**src/rtl/voter_pkg.sv**
```systemverilog
package voter_pkg;
  typedef enum logic [1:0] {
    OUT_NONE   = 2'd0,
    OUT_ACCEPT = 2'd1,
    OUT_RETRY  = 2'd2
  } vote_out_e;
endpackage

```
**src/rtl/result_store.sv**
```systemverilog
module result_store #(
  parameter int unsigned NUM_REPLICAS = 5,
  parameter int unsigned DATA_W       = 16,
  localparam int unsigned IDX_W       = $clog2(NUM_REPLICAS)
) (
  input  logic              clk_i,
  input  logic              rst_ni,
  input  logic              wr_en_i,
  input  logic [IDX_W-1:0]  wr_idx_i,
  input  logic [DATA_W-1:0] wr_data_i,
  input  logic              clr_i,
  output logic [DATA_W-1:0] data_o [NUM_REPLICAS],
  output logic              full_o
);
  logic [DATA_W-1:0]       mem_q [NUM_REPLICAS];
  logic [NUM_REPLICAS-1:0] got_q;
  logic                    idx_ok;

  assign idx_ok = (32'(wr_idx_i) < NUM_REPLICAS);

  always_ff @(posedge clk_i or negedge rst_ni) begin
    if (!rst_ni) begin
      got_q <= '0;
      for (int i = 0; i < int'(NUM_REPLICAS); i++) mem_q[i] <= '0;
    end else if (clr_i) begin
      got_q <= '0;
    end else if (wr_en_i && idx_ok) begin
      mem_q[wr_idx_i] <= wr_data_i;
      got_q[wr_idx_i] <= 1'b1;
    end
  end

  assign data_o = mem_q;
  assign full_o = &got_q;
endmodule

```
**src/rtl/pair_search.sv**
```systemverilog
module pair_search #(
  parameter int unsigned NUM_REPLICAS = 5,
  parameter int unsigned DATA_W       = 16,
  localparam int unsigned IDX_W       = $clog2(NUM_REPLICAS)
) (
  input  logic [DATA_W-1:0]       data_i [NUM_REPLICAS],
  input  logic [IDX_W-1:0]        anchor_i,
  output logic                    hit_o,
  output logic [NUM_REPLICAS-1:0] eq_o,
  output logic [DATA_W-1:0]       value_o
);
  logic [NUM_REPLICAS-1:0] self_sel;

  assign value_o = data_i[anchor_i];

  // earlier anchors already failed, so any other equal slot is a pair
  for (genvar j = 0; j < int'(NUM_REPLICAS); j++) begin : g_cmp
    assign eq_o[j]     = (data_i[j] == value_o);
    assign self_sel[j] = (anchor_i == IDX_W'(j));
  end

  assign hit_o = |(eq_o & ~self_sel);
endmodule

```
**src/rtl/segment_ctrl.sv**
```systemverilog
module segment_ctrl #(
  parameter int unsigned NUM_SEGS = 4,
  localparam int unsigned SEG_W   = (NUM_SEGS > 1) ? $clog2(NUM_SEGS) : 1
) (
  input  logic             clk_i,
  input  logic             rst_ni,
  input  logic             adv_i,
  output logic [SEG_W-1:0] seg_o,
  output logic             last_o
);
  localparam logic [SEG_W-1:0] SEG_LAST = SEG_W'(NUM_SEGS - 1);

  logic [SEG_W-1:0] seg_q;

  always_ff @(posedge clk_i or negedge rst_ni) begin
    if (!rst_ni)     seg_q <= '0;
    else if (adv_i)  seg_q <= (seg_q == SEG_LAST) ? '0 : seg_q + 1'b1;
  end

  assign seg_o  = seg_q;
  assign last_o = (seg_q == SEG_LAST);
endmodule

```
**src/rtl/replica_voter.sv**
```systemverilog
module replica_voter
  import voter_pkg::*;
#(
  parameter int unsigned NUM_REPLICAS = 5,
  parameter int unsigned DATA_W       = 16,
  parameter int unsigned NUM_SEGS     = 4,
  localparam int unsigned IDX_W       = $clog2(NUM_REPLICAS),
  localparam int unsigned SEG_W       = (NUM_SEGS > 1) ? $clog2(NUM_SEGS) : 1
) (
  input  logic                    clk_i,
  input  logic                    rst_ni,
  input  logic                    res_valid_i,
  input  logic [IDX_W-1:0]        res_idx_i,
  input  logic [DATA_W-1:0]       res_data_i,
  output logic                    accept_o,
  output logic                    retry_o,
  output logic [DATA_W-1:0]       voted_o,
  output logic [NUM_REPLICAS-1:0] agree_mask_o,
  output logic [SEG_W-1:0]        seg_o,
  output logic                    job_done_o
);
  if (NUM_REPLICAS < 3) begin : g_bad_cfg
    $error("replica_voter needs at least three replicas");
  end

  localparam logic [IDX_W-1:0] LAST_ANCHOR = IDX_W'(NUM_REPLICAS - 2);

  logic [DATA_W-1:0]       slot_data [NUM_REPLICAS];
  logic                    busy;
  logic [IDX_W-1:0]        anchor_q;
  logic                    hit;
  logic [NUM_REPLICAS-1:0] eq_mask;
  logic [DATA_W-1:0]       cand;
  logic                    seg_last;
  vote_out_e               outcome;

  always_comb begin
    outcome = OUT_NONE;
    if (busy) begin
      if (hit)                          outcome = OUT_ACCEPT;
      else if (anchor_q == LAST_ANCHOR) outcome = OUT_RETRY;
    end
  end

  result_store #(.NUM_REPLICAS(NUM_REPLICAS), .DATA_W(DATA_W)) u_store (
    .clk_i     (clk_i),
    .rst_ni    (rst_ni),
    .wr_en_i   (res_valid_i && !busy),
    .wr_idx_i  (res_idx_i),
    .wr_data_i (res_data_i),
    .clr_i     (outcome != OUT_NONE),
    .data_o    (slot_data),
    .full_o    (busy)
  );

  pair_search #(.NUM_REPLICAS(NUM_REPLICAS), .DATA_W(DATA_W)) u_search (
    .data_i   (slot_data),
    .anchor_i (anchor_q),
    .hit_o    (hit),
    .eq_o     (eq_mask),
    .value_o  (cand)
  );

  segment_ctrl #(.NUM_SEGS(NUM_SEGS)) u_seg (
    .clk_i  (clk_i),
    .rst_ni (rst_ni),
    .adv_i  (outcome == OUT_ACCEPT),
    .seg_o  (seg_o),
    .last_o (seg_last)
  );

  always_ff @(posedge clk_i or negedge rst_ni) begin
    if (!rst_ni) begin
      anchor_q     <= '0;
      accept_o     <= 1'b0;
      retry_o      <= 1'b0;
      job_done_o   <= 1'b0;
      voted_o      <= '0;
      agree_mask_o <= '0;
    end else begin
      accept_o   <= 1'b0;
      retry_o    <= 1'b0;
      job_done_o <= 1'b0;
      unique case (outcome)
        OUT_ACCEPT: begin
          accept_o     <= 1'b1;
          job_done_o   <= seg_last;
          voted_o      <= cand;
          agree_mask_o <= eq_mask;
          anchor_q     <= '0;
        end
        OUT_RETRY: begin
          retry_o      <= 1'b1;
          agree_mask_o <= '0;
          anchor_q     <= '0;
        end
        default: if (busy) anchor_q <= anchor_q + 1'b1;
      endcase
    end
  end
endmodule

```
**config.mk**
```make
export PLATFORM = sky130hd
export DESIGN_NAME = replica_voter
export DESIGN_NICKNAME = d
export VERILOG_FILES = /design/src/rtl/voter_pkg.sv /design/src/rtl/result_store.sv /design/src/rtl/pair_search.sv /design/src/rtl/segment_ctrl.sv /design/src/rtl/replica_voter.sv
export SDC_FILE = /design/constraint.sdc
export NUM_CORES = 1
export LEC_CHECK = 0
export BUFFER_PORTS_ARGS = -buffer_cell sky130_fd_sc_hd__clkbuf_2
export CAP_MARGIN = 20
export CORE_MARGIN = 2
export CORE_UTILIZATION = 30
export DETAILED_ROUTE_END_ITERATION = 16
export GPL_TIMING_DRIVEN = 0
export MAX_ROUTING_LAYER = met4
export SLEW_MARGIN = 20
export SYNTH_ARGS = -nofsm -noshare
export SYNTH_HDL_FRONTEND = slang
export SYNTH_HIERARCHICAL = 1
export SYNTH_SLANG_ARGS = --single-unit
```
**constraint.sdc**
```tcl
create_clock -name clk_i -period 7.29 [get_ports clk_i]
set_input_delay 1.458 -clock clk_i [delete_from_list [all_inputs] [get_ports clk_i]]
set_output_delay 1.458 -clock clk_i [all_outputs]
set_load 0.1 [all_outputs]
```
Word level (Yosys, flattened, before mapping) --
Cells that the tools add are included.
Storage, ports and cells: bits in registers 114, input bits 22
Operators by class: reduce and logical (&&, ||, !) cells 14, bitwise logic cells 6, magnitude comparators 6, equal/unequal tests 12, mux-type cells 20, add/sub/neg operators 2
Operators with widths (number):
- bitwise mux 80 bit | 1
- == test 16 bit | 5
- binary-select mux 16 bit (select 3 bit) | 1
- demux 16 bit (select 3 bit) | 1
- two-way mux 16 bit | 3
- two-way mux 5 bit | 2
- one-hot mux 5 bit (2 select lines) | 1
- greater-or-equal comparator 4 bit, second input constant | 2
- two-way mux 2 bit | 4
- NOT 3 -> 4 bit | 2
- nonzero test 2 bit | 4
- == test 3 x 2 -> 1 bit, second input constant | 2
- two-way mux 3 bit | 2
- bitwise AND 5 bit | 1
- NOT 5 bit | 1
- OR 5 bit | 1
- AND reduction 5 bit | 1
- OR reduction 5 bit | 1
- == test 2 bit, second input constant | 2
- logical AND 1 bit | 4
- less-than comparator 3 x 4 -> 1 bit, second input constant | 1
- less-than comparator 4 x 1 -> 1 bit, second input constant | 1
- two-way mux 1 bit | 4
- adder 3 x 1 -> 3 bit, second input constant | 1
- 12 further kinds | 12

Longest topological paths before layout --
depth in word-level cells 12, depth in mapped cells 20, gate-level depth less buffers 14

By module --
Netlist, hierarchy kept.
By module, submodules not included:
- result_store | times used 1, area each 3235.6 um^2, cells an instance 191
- pair_search | times used 1, area each 2451.1 um^2, cells an instance 333
- replica_voter | times used 1, area each 1099.8 um^2, cells an instance 71
- segment_ctrl | times used 1, area each 93.8 um^2, cells an instance 6

Least setup slack after synthesis --
No wires, ideal clock.
kind register to register, start point register anchor_q[1], end point register u_store.mem_q, in the netlist u_store/data_o[22], arrival time 4.190 ns, required time 7.165 ns, clock period less this slack 4.315 ns, setup slack 2.975 ns, buffers on the path 4, stages on the path, launching flop included 19, cell sequence dfrtp_1 buf_2 mux2_2 a221oi_2 xnor2_1 nor4_1 o2111ai_1 o31ai_1 a211oi_1 o22ai_1 nand2_4 buf_6 ha_1 inv_1 and3b_1 and3b_1 buf_6 buf_6 mux2_4
On the way: longest elaborated chain between the ends 12, elaborated cells between the ends (all ways) 23, classes of those cells eq/ne: 9; mux: 6; bitwise: 4; reduce/logical: 4
Ends and longest elaborated chain:
- from (decl) | RTL line replica_voter.sv:30 | logic [IDX_W-1:0] anchor_q;
- from (signal assigned) | RTL line replica_voter.sv:97 | default: if (busy) anchor_q <= anchor_q + 1'b1;
- NOT 3 -> 4 bit (not written as such) | RTL line pair_search.sv:14 | assign value_o = data_i[anchor_i];
- binary-select mux 16 bit (select 3 bit) | RTL line pair_search.sv:14
- two-way mux 16 bit (not written as such) (2 in series) | RTL line pair_search.sv:14
- == test 16 bit | RTL line pair_search.sv:18 | assign eq_o[j] = (data_i[j] == value_o);
- bitwise AND 5 bit (*) | RTL line pair_search.sv:22 | assign hit_o = |(eq_o & ~self_sel);
- OR reduction 5 bit (*) | RTL line pair_search.sv:22
- named net hit | RTL line replica_voter.sv:31 | logic hit;
- two-way mux 2 bit (*) | RTL line replica_voter.sv:40 | if (hit) outcome = OUT_ACCEPT;
- two-way mux 2 bit (*) | RTL line replica_voter.sv:39 | if (busy) begin
- nonzero test 2 bit (*) | RTL line replica_voter.sv:51 | .clr_i (outcome != OUT_NONE),
- NOT 1 bit (no source line) (*)
- AND reduction 2 bit (no source line) (*)
- to (signal, indexed assignment) | RTL line result_store.sv:28 | mem_q[wr_idx_i] <= wr_data_i;
- to (decl) | RTL line result_store.sv:15 | logic [DATA_W-1:0] mem_q [NUM_REPLICAS];
The timed path passes the listed nets; every way through them passes the cells marked *. The select of a mux whose other input is x is not followed. A chain may end at the register's enable or synchronous reset.

Worst setup path after layout --
start point register anchor_q[1], end point register u_store.mem_q, in the netlist u_store/data_o[57]
The elaborated chain is that of the path after synthesis.

==> run metrics <==
count of routing violations after the opening detailed-route iteration=453; portion of the post-synthesis area used by sequential elements=41.5%; number of vias per cell=5.42; gr busiest metal=met2; synthesized flop and latch total=roughly 110; power per standard cell area=578 mW/mm²; area used by multi-input combinational logic=0.00374 mm²; number of distinct library cells after synthesis=76; final-layout setup total negative slack=0 ns; number of cells traversed by the worst hold path=1; FF-to-FF path depth=18; layout overhead on the synthesized area=19.1%; async set-or-reset flop fraction in the synthesized netlist=100%; Die X=155 µm; register area=between 0.002 and 0.003 mm²; initial cell density of the core=between 30% and 40%; relative max-transition margin=32.4%; fill count=2254; buffer cell driving the clock tree root=sky130_fd_sc_hd__clkbuf_16; result of the run=finished clean; final setup violation count=0; Post-layout nets=695; critical path class=flop to flop; count of antenna-violating nets left after detailed routing=0; Die Height=155 µm; Syn. warnings=6; per-instance average area after synthesis=11.4 µm²; last weighted congestion value of the routability-driven placer=0.998; clock insertion delay at the later pin of the skew report=around 0.42 ns; element type at the critical path end=flop; unrepaired setup endpoints after global routing=no; I/O pins=48; GRT Resource Usage Total=18.9%; post-route total power=~4.7 mW; Slew @ Worst Pin=between 1 and 1.5 ns; most common flop cell mapped by yosys=sky130_fd_sc_hd__dfrtp_1; Worst Min Path Start=u_store/got_q[3]$_DFFE_PN0P_; register clock-pin slew on the reported worst setup and hold paths=0.06 ns; utilization after layout=36.3%; end of the worst register-to-register path=u_store/data_o[57]$_DFFE_PN0P_; antenna violations before repair=0; EDFF count, synth=0; global-route track usage on met3=under 10%; netlist area before placement=0.00688 mm²; total clock buffers created by CTS=17; H-tree levels=4; wirelength, routed=around 21000 µm; startpoint of the lowest-slack register-to-register path=anchor_q[1]$_DFFE_PN0P_; CTS tree=built; Placement Cell Area=about 0.0075 mm²; Final Max Slew Viols=0; number of buffers inserted by post-CTS setup repair=0; length of the first detailed-routing pass in iterations=7; worst hold slack after final layout=just under 0.5 ns; portion of the clock cycle consumed by the worst path in the final layout=between 80% and 90%; element type at the critical path start=flop; post-synthesis cell count=601; DPL Wire Length=15800 µm; pin count of the biggest net entering global routing=69; total gr overflow=0; worst voltage drop across the vdd grid=0.171 mV; die area=0.0242 mm²; number of buffers added to fix hold violations after cts=0; standard cell core area=0.0226 mm²; leakage dissipation=3.65 nW; Hold Path End=u_store/got_q[3]$_DFFE_PN0P_; GR Util met2=27.7%; Buffers on Ports=47; final routed DRC violation total=0; arrival time at the worst endpoint=6.44 ns; nets in the synthesized netlist=628; Max Cap Violations=0; routing usage on met1=roughly 25%; CTS-repair resized insts=0; count of endpoints failing hold in the final timing report=0; clock buffer depth=2; final critical path time including I/O delays and setup=6.13 ns; Fin Clk Skew=0.00827 ns; Core Rows=55; Fmax=0.163 GHz; overall via count from detail_route=5236; final instance area=approximately 0.0082 mm²; post-detailed-route wirelength per cell=approximately 22 µm; vias in the first global route=around 5.2k; antenna cells=0; HP Class=flop to flop; Clock Sinks=about 110; global-route wire length before repair=32700 µm; internal reg-to-reg setup slack=~1.2 ns; Critical Path RT=7.59 ns; maximum fanout along the worst path=11; share of final-layout standard cells stronger than drive strength 1=approximately a third
==> critical path, stage by stage (launching register included) <==
cell	delay [ns]
sky130_fd_sc_hd__dfrtp_1	0.50
sky130_fd_sc_hd__buf_6	0.23
sky130_fd_sc_hd__nor3b_2	0.57
sky130_fd_sc_hd__clkbuf_1	0.61
sky130_fd_sc_hd__nand2_1	0.19
sky130_fd_sc_hd__and3_1	0.29
sky130_fd_sc_hd__a2111oi_2	0.34
sky130_fd_sc_hd__o2111ai_1	0.29
sky130_fd_sc_hd__o31ai_1	0.35
sky130_fd_sc_hd__a211oi_1	0.12
sky130_fd_sc_hd__o22ai_1	0.39
sky130_fd_sc_hd__nand2_4	0.21
sky130_fd_sc_hd__buf_6	0.22
sky130_fd_sc_hd__ha_1	0.18
sky130_fd_sc_hd__inv_1	0.19
sky130_fd_sc_hd__and3b_1	0.22
sky130_fd_sc_hd__nand2_1	0.37
sky130_fd_sc_hd__buf_4	0.33
sky130_fd_sc_hd__mux2_2	0.36
==> metrics by stage <==
| step | cells | worst slack [ns] |
|---|---|---|
| finish | 966 | 1.16 |
| global route | 966 | 0.968 |
| CTS | 966 | 1.31 |
| detailed placement | 934 | 1.38 |
| global placement | 933 | 1.31 |
| floorplan | 601 | 2.98 |
==> where the power goes <==
| part | internal, mW | leakage, nW | switching [mW] | total, mW |
|---|---|---|---|---|
| clock | 0.660 | 0.323 | 0.305 | 0.965 |
| sequential | 0.912 | 1.41 | 0.361 | 1.27 |
| combinational | 1.01 | 1.92 | 1.49 | 2.50 |
| total | 2.58 | 3.65 | 2.15 | 4.74 |
==> registers in the layout, summed over array words and instances, names as in the netlist <==
signal,cells
retry_o,1
u_store/data_o,80
u_seg/seg_o,2
job_done_o,1
u_store/got_q,5
agree_mask_o,5
accept_o,1
voted_o,16
anchor_q,3
==> per-layer routing <==
layer  vias to the layer above  wire length, µm  share of wire [%]
li1                       2370                -                  -
met2                       226             9400                 44
met5                         -                0                  0
met4                         0              501                2.3
met3                        33             1560                7.3
met1                      2607             9940                 46
==> area by class of cell <==
class                      instances  share of cell area, %
buffer                            28                   2.00
sequential                       114                   34.8
inverter                          33                   1.51
timing repair buffer              48                   3.31
multi-input combinational        426                   45.6
clock inverter                    12                   2.79
clock buffer                      20                   5.57
tap                              285                   4.35
==> how the worst max path moves through the flow <==
| stage | from | end | slack (ns) | cells after the start |
|---|---|---|---|---|
| final | anchor_q[1]$_DFFE_PN0P_ | u_store/data_o[57]$_DFFE_PN0P_ | 1.16 | 18 |
| after global routing | anchor_q[1]$_DFFE_PN0P_ | u_store/data_o[62]$_DFFE_PN0P_ | 0.97 | 18 |
| after CTS | anchor_q[1]$_DFFE_PN0P_ | u_store/data_o[62]$_DFFE_PN0P_ | 1.31 | 18 |
| after detailed placement | anchor_q[1]$_DFFE_PN0P_ | u_store/data_o[55]$_DFFE_PN0P_ | 1.38 | 18 |
| after global placement | anchor_q[1]$_DFFE_PN0P_ | u_store/data_o[62]$_DFFE_PN0P_ | 1.31 | 18 |
| after floorplan | anchor_q[1]$_DFFE_PN0P_ | u_store/data_o[22]$_DFFE_PN0P_ | 2.98 | 18 |
==> cells in the final DEF (no fill, tap or decap), types with 6 or more instances in the layout <==
master                      count
sky130_fd_sc_hd__dfrtp_1      114
sky130_fd_sc_hd__mux2_2        88
sky130_fd_sc_hd__clkbuf_2      46
sky130_fd_sc_hd__xnor2_1       40
sky130_fd_sc_hd__inv_1         31
sky130_fd_sc_hd__mux2i_1       23
sky130_fd_sc_hd__nor2_1        21
sky130_fd_sc_hd__mux2_4        19
sky130_fd_sc_hd__xor2_1        19
sky130_fd_sc_hd__nand2_1       18
sky130_fd_sc_hd__clkbuf_16     17
sky130_fd_sc_hd__o21ai_0       17
sky130_fd_sc_hd__o22ai_1       13
sky130_fd_sc_hd__clkbuf_1      10
sky130_fd_sc_hd__a21oi_1       10
sky130_fd_sc_hd__and3_1         9
sky130_fd_sc_hd__buf_2          8
sky130_fd_sc_hd__nor3_1         8
sky130_fd_sc_hd__a22oi_1        7
sky130_fd_sc_hd__buf_6          6
sky130_fd_sc_hd__nor2b_1        6
sky130_fd_sc_hd__bufinv_16      6
sky130_fd_sc_hd__nand2b_1       6
sky130_fd_sc_hd__or3_1          6
sky130_fd_sc_hd__nor4_1         6
==> cell families (layout without fill, tap and decap cells) <==
kind of cell    after synthesis  in the layout  share of synthesized area [%]
compound gates              112            112                           12.5
xor+xnor                     59             59                           7.51
fa+ha+maj                     5              5                          0.909
buf+inv                      61            141                           4.18
flops                       114            114                           41.5
mux                         135            135                           23.5
simple gates                115            115                           9.95
==> synthesized netlist by cell type, types with 5 or more instances <==
library cell / number / area share [%]
sky130_fd_sc_hd__o22ai_1: 13 / 1.2
sky130_fd_sc_hd__and3_1: 9 / 0.82
sky130_fd_sc_hd__o21ai_0: 17 / 1.2
sky130_fd_sc_hd__xor2_1: 19 / 2.4
sky130_fd_sc_hd__nor2b_1: 6 / 0.55
sky130_fd_sc_hd__a22o_1: 5 / 0.64
sky130_fd_sc_hd__buf_2: 8 / 0.58
sky130_fd_sc_hd__mux2i_1: 23 / 3.3
sky130_fd_sc_hd__buf_6: 6 / 0.98
sky130_fd_sc_hd__a221oi_1: 5 / 0.64
sky130_fd_sc_hd__nand4_1: 5 / 0.45
sky130_fd_sc_hd__dfrtp_1: 114 / 41
sky130_fd_sc_hd__or3_1: 6 / 0.55
sky130_fd_sc_hd__nor4_1: 6 / 0.55
sky130_fd_sc_hd__ha_1: 5 / 0.91
sky130_fd_sc_hd__inv_1: 31 / 1.7
sky130_fd_sc_hd__nor2_1: 21 / 1.1
sky130_fd_sc_hd__nand2b_1: 6 / 0.55
sky130_fd_sc_hd__mux2_2: 88 / 14
sky130_fd_sc_hd__nand2_1: 18 / 0.98
sky130_fd_sc_hd__a22oi_1: 7 / 0.76
sky130_fd_sc_hd__xnor2_1: 40 / 5.1
sky130_fd_sc_hd__clkbuf_1: 9 / 0.49
sky130_fd_sc_hd__nor3_1: 8 / 0.58
sky130_fd_sc_hd__mux4_2: 5 / 1.6
sky130_fd_sc_hd__o2bb2ai_1: 5 / 0.64
sky130_fd_sc_hd__mux2_4: 19 / 4.1
sky130_fd_sc_hd__a21oi_1: 10 / 0.73
Power figures use the tool's default switching activity.
